File: config.mk
export PLATFORM = sky130hd
export DESIGN_NAME = starburst_pair_drv
export DESIGN_NICKNAME = d
export VERILOG_FILES = /design/src/rtl/sbd_pkg.sv /design/src/rtl/sbd_refresh.sv /design/src/rtl/sbd_window.sv /design/src/rtl/sbd_font.sv /design/src/rtl/starburst_pair_drv.sv
export SDC_FILE = /design/constraint.sdc
export NUM_CORES = 1
export LEC_CHECK = 0
export ABC_AREA = 1
export BUFFER_PORTS_ARGS = -buffer_cell sky130_fd_sc_hd__buf_4
export CAP_MARGIN = 40
export CORE_ASPECT_RATIO = 1.4
export CORE_MARGIN = 2
export CORE_UTILIZATION = 46
export DETAILED_ROUTE_END_ITERATION = 7
export HOLD_SLACK_MARGIN = 0.03
export PLACE_DENSITY = 0.72
export RECOVER_POWER = 50
export SLEW_MARGIN = 20
export SYNTH_ARGS = -nofsm -noshare
export SYNTH_HDL_FRONTEND = slang
export SYNTH_SLANG_ARGS = --single-unit
export TNS_END_PERCENT = 5
File: constraint.sdc
create_clock -name clk -period 3.3 [get_ports clk]
set_input_delay 0.66 -clock clk [delete_from_list [all_inputs] [get_ports clk]]
set_output_delay 0.66 -clock clk [all_outputs]
set_load 0.03 [all_outputs]
File: src/rtl/sbd_pkg.sv
package sbd_pkg;
  typedef enum logic [1:0] {
    MODE_STATIC = 2'd0,
    MODE_MSG    = 2'd1,
    MODE_SWEEP  = 2'd2,
    MODE_STILL  = 2'd3
  } disp_mode_e;

  localparam int GLYPH_W     = 15;
  localparam int FIRST_CODE  = 32;
  localparam int GLYPH_COUNT = 96;
  localparam int NUM_DIGITS  = 2;
endpackage

File: src/rtl/sbd_refresh.sv
module sbd_refresh #(
  parameter int PRE_W = 14
) (
  input  logic clk,
  input  logic rst,
  output logic sel,
  output logic period_tick
);
  logic [PRE_W-1:0] pre_q;
  logic             wrap;

  assign wrap        = &pre_q;
  assign period_tick = wrap & sel;

  always_ff @(posedge clk) begin
    if (rst) begin
      pre_q <= '0;
      sel   <= 1'b0;
    end else begin
      pre_q <= pre_q + 1'b1;
      if (wrap) sel <= ~sel;
    end
  end
endmodule

File: src/rtl/sbd_window.sv
module sbd_window
  import sbd_pkg::*;
#(
  parameter int MSG_DEPTH = 16,
  parameter int HOLD_W    = 8,
  localparam int MSG_AW   = $clog2(MSG_DEPTH),
  localparam int POS_W    = (MSG_AW > 7) ? MSG_AW : 7
) (
  input  logic              clk,
  input  logic              rst,
  input  disp_mode_e        mode,
  input  logic              sel,
  input  logic              period_tick,
  input  logic              msg_we,
  input  logic [MSG_AW-1:0] msg_addr,
  input  logic [7:0]        msg_char,
  input  logic [MSG_AW-1:0] msg_last,
  input  logic [HOLD_W-1:0] hold_periods,
  output logic [7:0]        msg_code,
  output logic [7:0]        sweep_code
);
  logic [7:0]        mem [MSG_DEPTH];
  disp_mode_e        mode_q;
  logic [POS_W-1:0]  pos_q, pos_nx, idx;
  logic [HOLD_W-1:0] cnt_q;
  logic              animated;

  assign animated = (mode == MODE_MSG) || (mode == MODE_SWEEP);

  always_comb begin
    if (mode == MODE_SWEEP)
      pos_nx = (pos_q >= POS_W'(GLYPH_COUNT - 1)) ? '0 : pos_q + 1'b1;
    else
      pos_nx = (pos_q >= POS_W'(msg_last)) ? '0 : pos_q + 1'b1;
  end

  assign idx = sel ? pos_nx : pos_q;

  // message store: one write port, one registered read port
  always_ff @(posedge clk) begin
    if (msg_we) mem[msg_addr] <= msg_char;
    msg_code <= mem[idx[MSG_AW-1:0]];
  end

  always_ff @(posedge clk) begin
    if (rst) sweep_code <= 8'(FIRST_CODE);
    else     sweep_code <= 8'(FIRST_CODE) + 8'(idx);
  end

  always_ff @(posedge clk) begin
    if (rst) begin
      mode_q <= MODE_STATIC;
      pos_q  <= '0;
      cnt_q  <= '0;
    end else begin
      mode_q <= mode;
      if (!animated || mode != mode_q) begin
        pos_q <= '0;
        cnt_q <= '0;
      end else if (period_tick) begin
        if (cnt_q >= hold_periods) begin
          cnt_q <= '0;
          pos_q <= pos_nx;
        end else begin
          cnt_q <= cnt_q + 1'b1;
        end
      end
    end
  end
endmodule

File: src/rtl/sbd_font.sv
module sbd_font
  import sbd_pkg::*;
(
  input  logic               clk,
  input  logic [7:0]         code,
  output logic [GLYPH_W-1:0] pat
);
  // bit map: 0 top, 1 upper right, 2 lower right, 3 bottom, 4 lower left,
  // 5 upper left, 6 middle left, 7 middle right, 8 diagonal upper left,
  // 9 upper centre, 10 diagonal upper right, 11 diagonal lower left,
  // 12 lower centre, 13 diagonal lower right, 14 spare
  function automatic logic [GLYPH_W-1:0] glyph(input logic [7:0] c);
    case (c)
      8'h20: glyph = 15'h0000;
      8'h2D: glyph = 15'h00C0;
      8'h30: glyph = 15'h0C3F;
      8'h31: glyph = 15'h0006;
      8'h32: glyph = 15'h00DB;
      8'h33: glyph = 15'h008F;
      8'h34: glyph = 15'h00E6;
      8'h35: glyph = 15'h00ED;
      8'h36: glyph = 15'h00FD;
      8'h37: glyph = 15'h0007;
      8'h38: glyph = 15'h00FF;
      8'h39: glyph = 15'h00EF;
      8'h41: glyph = 15'h00F7;
      8'h42: glyph = 15'h128F;
      8'h43: glyph = 15'h0039;
      8'h44: glyph = 15'h120F;
      8'h45: glyph = 15'h0079;
      8'h46: glyph = 15'h0071;
      8'h47: glyph = 15'h00BD;
      8'h48: glyph = 15'h00F6;
      8'h49: glyph = 15'h1209;
      8'h4A: glyph = 15'h001E;
      8'h4B: glyph = 15'h2470;
      8'h4C: glyph = 15'h0038;
      8'h4D: glyph = 15'h0536;
      8'h4E: glyph = 15'h2136;
      8'h4F: glyph = 15'h003F;
      8'h50: glyph = 15'h00F3;
      8'h51: glyph = 15'h203F;
      8'h52: glyph = 15'h20F3;
      8'h53: glyph = 15'h00ED;
      8'h54: glyph = 15'h1201;
      8'h55: glyph = 15'h003E;
      8'h56: glyph = 15'h0C30;
      8'h57: glyph = 15'h2836;
      8'h58: glyph = 15'h2D00;
      8'h59: glyph = 15'h1500;
      8'h5A: glyph = 15'h0C09;
      default: glyph = 15'h0000;
    endcase
  endfunction

  logic [7:0] folded;
  assign folded = (code >= 8'h61 && code <= 8'h7A) ? code - 8'd32 : code;

  always_ff @(posedge clk) pat <= glyph(folded);
endmodule

File: src/rtl/starburst_pair_drv.sv
module starburst_pair_drv
  import sbd_pkg::*;
#(
  parameter int PRE_W     = 14,
  parameter int MSG_DEPTH = 16,
  parameter int HOLD_W    = 8,
  localparam int MSG_AW   = $clog2(MSG_DEPTH)
) (
  input  logic              clk,
  input  logic              rst,
  input  logic              wr_en,
  input  logic              wr_digit,
  input  logic [7:0]        wr_char,
  input  logic              wr_dp,
  input  logic              msg_we,
  input  logic [MSG_AW-1:0] msg_addr,
  input  logic [7:0]        msg_char,
  input  logic [MSG_AW-1:0] msg_last,
  input  logic [HOLD_W-1:0] hold_periods,
  input  logic [1:0]        mode,
  output logic [7:0]        seg_lo,
  output logic [7:0]        seg_hi,
  output logic              digit_sel
);
  disp_mode_e         mode_e, mode1;
  logic               sel0, tick;
  logic [7:0]         chr  [NUM_DIGITS];
  logic               cdp  [NUM_DIGITS];
  logic [7:0]         static_q, msg_code, sweep_code, code1;
  logic               dp_q, dp1, dp2, sel1, sel2;
  logic [GLYPH_W-1:0] pat2;

  assign mode_e = disp_mode_e'(mode);

  sbd_refresh #(.PRE_W(PRE_W)) i_refresh (
    .clk(clk), .rst(rst), .sel(sel0), .period_tick(tick)
  );

  sbd_window #(.MSG_DEPTH(MSG_DEPTH), .HOLD_W(HOLD_W)) i_window (
    .clk(clk), .rst(rst), .mode(mode_e), .sel(sel0), .period_tick(tick),
    .msg_we(msg_we), .msg_addr(msg_addr), .msg_char(msg_char),
    .msg_last(msg_last), .hold_periods(hold_periods),
    .msg_code(msg_code), .sweep_code(sweep_code)
  );

  for (genvar g = 0; g < NUM_DIGITS; g++) begin : g_char
    logic [7:0] c_q;
    logic       d_q;
    always_ff @(posedge clk) begin
      if (rst) begin
        c_q <= 8'h20;
        d_q <= 1'b0;
      end else if (wr_en && wr_digit == 1'(g)) begin
        c_q <= wr_char;
        d_q <= wr_dp;
      end
    end
    assign chr[g] = c_q;
    assign cdp[g] = d_q;
  end

  // stage 1: pick the source for the selected position
  always_ff @(posedge clk) begin
    if (rst) begin
      static_q <= 8'h20;
      dp_q     <= 1'b0;
      sel1     <= 1'b0;
      mode1    <= MODE_STATIC;
    end else begin
      static_q <= chr[sel0];
      dp_q     <= cdp[sel0];
      sel1     <= sel0;
      mode1    <= mode_e;
    end
  end

  always_comb begin
    unique case (mode1)
      MODE_MSG:   begin code1 = msg_code;   dp1 = 1'b0; end
      MODE_SWEEP: begin code1 = sweep_code; dp1 = 1'b0; end
      default:    begin code1 = static_q;   dp1 = dp_q; end
    endcase
  end

  // stage 2: glyph lookup
  sbd_font i_font (.clk(clk), .code(code1), .pat(pat2));

  always_ff @(posedge clk) begin
    if (rst) begin
      dp2  <= 1'b0;
      sel2 <= 1'b0;
    end else begin
      dp2  <= dp1;
      sel2 <= sel1;
    end
  end

  // stage 3: registered outputs, one dark cycle at each position change
  always_ff @(posedge clk) begin
    if (rst) begin
      digit_sel <= 1'b0;
      seg_lo    <= '0;
      seg_hi    <= '0;
    end else begin
      digit_sel <= sel2;
      if (sel2 != digit_sel) begin
        seg_lo <= '0;
        seg_hi <= '0;
      end else begin
        seg_lo <= pat2[7:0];
        seg_hi <= {dp2, pat2[14:8]};
      end
    end
  end
endmodule

Word level (Yosys, flattened, before mapping) --
Memory sizes are Yosys's and may differ from the RTL's. A register that Yosys moved wholly into a read port is not among the register bits. Index checks and enable logic that the tools add are counted.
Word-level totals: register bits after elaboration 102, memory bits (writable) 128, bits in read-only memories 1792, bits of input ports 40, output and inout bits 17, word-level logic and storage cells 68, memories kept 2
Operators by class: add/sub/neg operators 5, $lt $le $gt $ge 6, equality and inequality tests 6, muxes and demuxes 15, bitwise operators 4, reduce and logical (&&, ||, !) cells 11
Memory list:
- (no name shown) | words 128, width 14, rd ports 1, clocked after Yosys merged registers in 1, wr ports 0, line sbd_font.sv:13 | case (c)
- i_window.mem | words 16, width 8, rd ports 1, clocked after Yosys merged registers in 1, wr ports 1, line sbd_window.sv:22 | logic [7:0] mem [MSG_DEPTH];
Operators with widths (number):
- $mux 8 | 5
- $mux 7 | 4
- $pmux 8 s2 | 1
- $add 14x1->14 const B | 1
- $reduce_and 14->1 | 1
- $add 6x7->8 const A | 1
- $add 8x1->8 const B | 1
- $ge 8x7->1 const B | 1
- $ge 8x8->1 | 1
- $le 8x7->1 const B | 1
- $sub 8x6->8 const B | 1
- $add 7x1->7 const B | 1
- $ge 7x4->1 | 1
- $ge 7x7->1 const B | 1
- $mux 1 | 5
- $eq 2x1->1 const B | 2
- $eq 2x2->1 const B | 2
- $reduce_or 2->1 | 2
- $logic_and 1x1->1 | 3
- $reduce_or 3->1 | 1
- $ge 2x2->1 const B | 1
- $logic_or 1x1->1 | 2
- $ne 2x2->1 | 1
- $not 1->1 | 2
- other kinds (5) | 5

Logic depth before layout (Yosys ltp) --
Gate-level depths: netlist of run 1.
depth in word-level cells 5, gate-level depth with buffers 17, gate-level depth less buffers 16

Modules after synthesis --
Synthesis of run 1 repeated with hierarchy kept, for this count alone.
Second synthesis, totals: cells, all modules 1331, area, all modules 11307.1 µm²
By module, submodules not included:
- sbd_window | instances 1, cells an instance 771, area each 7517.2 µm², seq. area each 4504.3 µm²
- starburst_pair_drv | instances 1, cells an instance 262, area each 1888.1 µm², seq. area each 980.9 µm²
- sbd_font | instances 1, cells an instance 197, area each 1192.4 µm², seq. area each 280.3 µm²
- sbd_refresh | instances 1, cells an instance 101, area each 709.4 µm², seq. area each 300.3 µm²

Worst setup path before layout of run 1 --
OpenSTA, ideal clock, no wires.
path type register to register, start point reg, netlist name i_window.mode_q[0], end point reg i_font.pat[12], library setup time 0.070 ns, arrival time 2.627 ns, data required time 3.230 ns, setup slack 0.603 ns, cell stages (with the launch flop) 16, buffers on the path 1, cells stage by stage dfxtp_1 > inv_1 > ha_1 > inv_2 > buf_6 > or2_2 > o21ai_1 > inv_1 > ha_1 > inv_1 > nand4_2 > nand4_1 > nand2_4 > nor2_8 > inv_4 > a21oi_1
RTL lines:
- to (decl) | line sbd_font.sv:6 | output logic [GLYPH_W-1:0] pat

==> run summary, run 1 <==
Status = complete, no violations
Minimum clock period = 2.79 ns
Simple-Gate Fraction of Synth Area = 24.9%
Ys Warns = 0
Most frequent cell after synthesis = inv_1
Vias per inst = 5.10
Final clock skew = 0.00846 ns
Critical Path, Cell by Cell = inv_1 > ha_1 > inv_2 > nand3_2 > o21ai_1 > inv_1 > ha_1 > or2_2 > o211ai_1 > o21ai_0 > o22ai_1 > inv_1 > nor2_1
Hold_ws = 0.382 ns
Detailed Route WL = 24.6 mm
Grt met3 use = 2.61%
Post-CTS resize count = 0
Cell Rows = 66
Post-Synth Adder-Cell Area = 3.19%
Synth Area in Compound Gates = 6.74%
Slowest stage delay, CP = 0.36 ns
Netlist cell types = 50
Area of the multi-input gates = 0.00392 mm2
Synth cell count leaders = 200 x inv_1, 190 x nand3_1, 189 x nand2_1, 147 x nor2_1, 128 x edfxtp_1
Die height = 187 um
Overflow after GRT = 0
Initial antenna violation count = 0
Number of enable flip-flop cells after synthesis = 128
Sinks on Clock Net = 236
Final cycle utilization of the critical path = 84.6%
Syn_nets = 1315
Hpwl dp = 17.3 mm
Clock buffer depth = 3
Placed Area = 0.0117 mm2
Critical Path RT = 3.74 ns
Post-CTS Setup Bufs = 0
Vias in the first global route = 8007
Kind of cell adding the most delay to the critical path = adder cells
Largest family of logic cells by synthesized area = simple AND/OR/NAND/NOR gates
H-tree levels = 1
Routed length per instance = 15.2 um
Yosys top cell by area = edfxtp_1
Nets = 1367
CP Launch Type = flop
Total number of vias = 8264
CTS tree = yes
Async S/R FF share, synth = 0%
CP most frequent cell = inv_1
CP Capture Type = flop
DR iter-0 viols = 468
Hold Vio Cnt, Final = 0
Worst-path clk slew = 0.06 ns
Setup_tns = 0 ns
Max Fclk = 358 MHz
Register area share after synthesis = 54.7%
Worst VDD drop = 0.446 mV
Top_reg_cell synth = edfxtp_1
Layer with the highest usage = met2
Levels on crit path = 13
Max Cap Viol = 0
Pin count of the biggest net entering global routing = 57
Slew @ Worst Pin = 1.33 ns
Met1 usage = 20.8%
Layout area overhead = 12.5%
Max-slew violation count = 0
Clock Tree Root = clkbuf_16
Critical path arrival = 3.24 ns
Mux share of post-synthesis cell area = 0%
Pre-antenna DRT Iters = 6
Synth Cell Area = 0.0110 mm2
Final instance area = 0.0123 mm2
M2 GR Usage = 36.9%
Leak = 5.23 nW
Power, Total = 6.24 mW
FF/Latch Area = 0.00601 mm2
Total global-route track usage = 19.5%
Final-layout fill cell count = 2141
Post-synthesis xor/xnor area fraction = 0.798%
RSZ-0062 raised after global routing = false
Power Dens Cells = 505 mW/mm2
Max FO, Critical Path = 13
Core box area = 0.0234 mm2
Slowest cell on crit path = dfxtp_1
IO Port Bufs = 55
First-pass GRT wire length = 39.3 mm
DIE AREA = 0.0251 mm2
Top cells by area, synth = edfxtp_1 35%, dfxtp_1 20%, nand3_1 8.7%
Top-area cell type share of the netlist area = 35.0%
CP bufs+invs = 4
CTS Buf Count = 23
Post-DRT Antenna Nets = 0
Critical path class = flop to flop
Worst reg2reg path depth = 13
Clk Latency, worst-skew pair = 0.51 ns
Routability cong. = 0.907
Syn avg cell area = 8.80 um2
Share of layout cells above drive strength 1 = 9.97%
Boundary Pins = 57
N_diodes = 0
Die width = 135 um
DRC = 0
Number of stages on the worst hold path = 3
Syn Inst Count = 1247
# hold bufs at CTS = 0
Worst min path class = primary input to flop
Starting Density = 47.0%
Slew Limit Headroom = 11.5%
Endpoints failing setup = 0
Seq cells post-synth = 236
[metrics by stage]
step | setup WS [ns] | instances | util [%]
3_3_place_gp | 0.529 | 1578 | 49.9
4_1_cts | 0.492 | 1618 | 53.0
2_1_floorplan | 0.603 | 1247 | -
3_5_place_dp | 0.505 | 1578 | 49.9
6_report | 0.507 | 1620 | 52.8
5_1_grt | 0.240 | 1620 | 52.8
[worst paths after layout]
check | from | slack [ns] | to
worst min-delay path | wr_char[5] | 0.38 | g_char[0].c_q[5]
worst max-delay path | i_window.mode_q[0] | 0.51 | i_font.pat[13]
worst max register to register | i_window.mode_q[0] | 0.51 | i_font.pat[13]
worst min register to register | sel1 | 0.40 | sel2
[logic make-up (layout without fill, tap and decap cells)]
kind of cell    count (synthesis)  count (layout)
simple gates                  594             594
buf+inv                       257             324
flops                         236             236
compound gates                121             121
fa+ha+maj                      28              28
xor+xnor                       10              10
other cells                     1               1
[worst min-delay path, delay by kind of cell]
kind | cells | cell delay (ns)
simple gates | 2 | 0.11
buf+inv | 1 | 0.09
[sequential cells by signal, indices dropped and copies added (netlist names), 8 cells and up]
name and count:
seg_lo 8, i_window.msg_code 8, static_q 8, i_window.mem 128
g_char.c_q 16, i_window.sweep_code 8, i_refresh.pre_q 14, i_font.pat 14
i_window.cnt_q 8
[cell usage in the layout, fill, tap and decap left out, drive strengths merged, types with 30 or more instances in the layout]
cell    Yosys  layout
nand3     196     196
edfxtp    128     128
clkbuf     21      45
buf        28      62
a21oi      30      30
nor2      153     153
nand2     194     194
o21ai      65      65
inv       204     204
dfxtp     108     108
[layout make-up]
type	count	area share, %
Clock buffer	31	5.08
Multi-Input combinational cell	754	31.7
Tap cell	306	3.10
Sequential cell	236	48.6
Timing Repair Buffer	76	4.40
Clock inverter	9	0.740
Inverter	208	6.34
[report_power, final]
group	switching, mW	internal [mW]	leakage (nW)
logic	0.332	0.166	2.84
clock network	1.06	1.48	0.353
registers	0.0251	3.18	2.04
total	1.41	4.82	5.23
[metal layers]
metal | wire [um] | vias to the layer above
li1 | - | 4178
met1 | 9250 | 3820
met4 | 1270 | 0
met2 | 13100 | 189
met3 | 1050 | 77
met5 | 0 | -
Power figures use the tool's default switching activity.
==> run 2, diff against run 1 <==
--- a/config.mk
+++ b/config.mk
@@ -5,7 +5,7 @@
 export SDC_FILE = /design/constraint.sdc
 export NUM_CORES = 1
 export LEC_CHECK = 0
-export ABC_AREA = 1
+export ABC_AREA = 0
 export BUFFER_PORTS_ARGS = -buffer_cell sky130_fd_sc_hd__buf_4
 export CAP_MARGIN = 40
 export CORE_ASPECT_RATIO = 1.4
==> constraint.sdc (replaced) <==
create_clock -name clk -period 2.87 [get_ports clk]
set_input_delay 0.574 -clock clk [delete_from_list [all_inputs] [get_ports clk]]
set_output_delay 0.574 -clock clk [all_outputs]
set_load 0.03 [all_outputs]
==> run 2 against run 1 <==
Effect of this change:
- clock power up 23%
- count of clock-buffer cells in the layout grew 2
- combinational power rose by 24%
- sequential power grew 14%
- critical path type unchanged
- critical endpoint is now i_window.msg_code[1]
- largest cell class unchanged
==> run summary, run 2 <==
Clock power share = 42.0% (+1.4 points)
Power, Total = 7.39 mW (+18%)
Clk Latency, worst-skew pair = 0.52 ns (about the same)
Die height = 194 um (+3.6%)
Sinks on Clock Net = 236 (unchanged)
Endpoints failing setup = 0 (unchanged)
Post-synthesis xor/xnor area fraction = 1.63% (+0.84 points)
Core box area = 0.0253 mm2 (+8.2%)
Commonest non-fill, non-tap cell in the layout = nand2_1
Detailed Route WL = 32.0 mm (+30%)
Simple-Gate Fraction of Synth Area = 18.9% (-6.0 points)
Boundary Pins = 57 (unchanged)
Worst VDD drop = 0.523 mV (+17%)
Post-Synth Adder-Cell Area = 2.97% (-0.22 points)
Leak = 5.05 nW (-3.4%)
Total global-route track usage = 22.5% (+3.0 points)
Max FO, Critical Path = 8 (-5)
Overflow after GRT = 0 (unchanged)
Internal power = 5.69 mW (+18%)
Worst min path class = primary input to flop
CTS tree = yes
Final cycle utilization of the critical path = 97.5% (+13 points)
Ys Warns = 0 (unchanged)
Share of layout cells above drive strength 1 = 16.8% (+6.9 points)
N_diodes = 0 (unchanged)
Total number of vias = 10150 (+23%)
Number of stages on the worst hold path = 3 (unchanged)
CP Capture Type = flop
Die width = 139 um (+3.6%)
NetSw = 1.69 mW (+20%)
Top-area cell type share of the netlist area = 32.6% (-2.4 points)
Top reg by flops = i_window.mem
Max reg flops = 128 (unchanged)
DRC = 0 (unchanged)
Mux share of post-synthesis cell area = 1.03% (+1.0 points)
Max Fclk = 357 MHz (-0.17%)
Top_reg_cell synth = edfxtp_1
Async S/R FF share, synth = 0% (unchanged)
Critical path class = flop to flop
Most frequent cells in the layout = 197 x nand2_1, 139 x buf_4, 128 x edfxtp_1
Register area share after synthesis = 50.9% (-3.8 points)
Slew Limit Headroom = 41.1% (+30 points)
IO Port Bufs = 55 (unchanged)
Largest regs = i_window.mem (128), g_char.c_q (16)
Hold Vio Cnt, Final = 0 (unchanged)
Power Dens Cells = 525 mW/mm2 (+3.8%)
Yosys top cell by area = edfxtp_1
Max-slew violation count = 0 (unchanged)
Routed length per instance = 18.8 um (+24%)
H-tree levels = 1 (unchanged)
Clock Tree Root = clkbuf_16
Combinational group share of total power = 8.4% (+0.4 points)
Most frequent cell after synthesis = nand2_1
Synth Area in Compound Gates = 19.9% (+13 points)
Critical path arrival = 3.19 ns (-0.05 ns)
Final instance area = 0.0141 mm2 (+14%)
Seq cells post-synth = 236 (unchanged)
Vias in the first global route = 9608 (+20%)
Fin cells = 1697 (+4.8%)
DR iter-0 viols = 912 (+95%)
Routability cong. = 0.874 (-3.6%)
Pin count of the biggest net entering global routing = 66 (+16%)
Syn avg cell area = 9.42 um2 (+7.0%)
Number of enable flip-flop cells after synthesis = 128 (unchanged)
Clock buffer depth = 3 (unchanged)
Slew @ Worst Pin = 0.880 ns (-0.448 ns)
Minimum clock period = 2.80 ns (+0.00464 ns)
Max Cap Viol = 0 (unchanged)
Syn_nets = 1321 (+0.46%)
Top cells by area, synth = edfxtp_1 33%, dfxtp_1 18%, nand2_1 6.3%
Status = complete, no violations
Post-Route Utilization = 55.7% (+2.8 points)
Synth Cell Area = 0.0118 mm2 (+7.5%)
Cell Rows = 69 (+4.5%)
Placed Area = 0.0132 mm2 (+14%)
Critical Path RT = 3.27 ns (-0.47 ns)
Placed instance count = 1650 (+4.6%)
Final clock skew = 0.00932 ns (+0.000857 ns)
CP Launch Type = flop
RSZ-0062 raised after global routing = true
Post-DRT Antenna Nets = 0 (unchanged)
Starting Density = 46.6% (-0.32 points)
Worst reg2reg path depth = 11 (-2)
CTS Buf Count = 24 (+4.3%)
Hpwl dp = 22.0 mm (+27%)
Net Sw Frac = 22.9% (+0.26 points)
Initial antenna violation count = 0 (unchanged)
Pre-antenna DRT Iters = 5 (-1)
Nets = 1428 (+4.5%)
Layout area overhead = 19.3%
Worst-path clk slew = 0.06 ns (about the same)
Vias per inst = 5.98 (+17%)
DIE AREA = 0.0270 mm2 (+7.3%)
# hold bufs at CTS = 0 (unchanged)
Syn Inst Count = 1253 (+0.48%)
Netlist cell types = 80 (+60%)
Sequential share of power = 49.6% (-1.8 points)
Synth cell count leaders = 197 x nand2_1, 128 x edfxtp_1, 119 x nor2_1, 108 x dfxtp_1, 91 x a21oi_1
First-pass GRT wire length = 49.8 mm (+26%)
Largest family of logic cells by synthesized area = compound AO/OA/AOI/OAI gates
run 2: cell types whose count changed after synthesis, sizes merged, moves of 20 or more:
cell    previous run  this run
a311oi             0        24
inv              204        22
clkbuf            21        58
nor2             153       120
nand3b            24         4
o31ai              0        20
a21oi             30        92
nand3            196        74
o21a               1        24
run 2: power by group through the flow:
stage	Sequential, mW	Combinational [mW]	Clock [mW]
after floorplan	3.73	0.340	0
after global placement	3.73	0.593	0
after detailed placement	3.73	0.602	0
after CTS	3.66	0.609	3.16
after global routing	3.67	0.668	3.29
final	3.66	0.619	3.10
run 2: critical path: stages, from the launching register on:
cell and delay, ns:
dfxtp_2 0.33, buf_6 0.13, ha_2 0.21, a21oi_4 0.06, o311ai_4 0.42, buf_12 0.20
buf_4 0.15, a21oi_1 0.09, o21ai_2 0.21, buf_12 0.16, o2111ai_1 0.15, or4_1 0.55
run 2: kinds of logic (layout without fill, tap and decap cells):
group                      count (synthesis)  in the layout
AOI/OAI and AO/OA                        350            350
xor gates and xnor gates                  22             22
adders and majority gates                 28             28
buffers and inverters                    113            238
DFF                                      236            236
muxes                                     12             12
other                                      1              1
and+or+nand+nor                          491            491
run 2: what timing repair did:
| item | 4_1_cts | 5_1_grt |
|---|---|---|
| endpoints found under the setup margin | 10 | 12 |
| pin swaps | 0 | 8 |
| gates cloned | 0 | 1 |
| buffers inserted | 0 | 2 |
| resized for setup | 4 | 10 |
run 2: final timing paths:
path / to / startpoint / slack (ns)
worst min register to register: seg_lo[1] / i_font.pat[1] / 0.42
worst min-delay path: g_char[0].c_q[5] / wr_char[5] / 0.29
worst max register to register: i_window.msg_code[1] / i_window.pos_q[0] / 0.07
worst max-delay path: i_window.msg_code[1] / i_window.pos_q[0] / 0.07
run 2: final cells by class:
type / count / area (um2)
Fill cell: 2200 / 11200
Sequential cell: 236 / 6010
Multi-Input combinational cell: 904 / 5370
Timing Repair Buffer: 172 / 1430
Clock buffer: 33 / 666
Tap cell: 319 / 399
Clock inverter: 11 / 124
Inverter: 22 / 85.1
run 2: through the flow:
stage / worst slack, ns / hold slack [ns] / TNS [ns]
after floorplan: -0.0427 / 0.406 / -0.0427
after global placement: -0.257 / 0.407 / -1.64
after detailed placement: -0.300 / 0.410 / -1.96
after CTS: 0.00519 / 0.274 / 0
after global routing: -0.0162 / 0.288 / -0.0241
final: 0.0719 / 0.295 / 0
run 2: metal layers:
metal | vias to the layer above | GRT usage (%) | routed length, um
li1 | 4790 | - | -
met5 | - | 0 | 0
met3 | 109 | 2.82 | 2050
met2 | 447 | 41.6 | 16500
met1 | 4804 | 26.2 | 12000
met4 | 0 | 9.02 | 1420
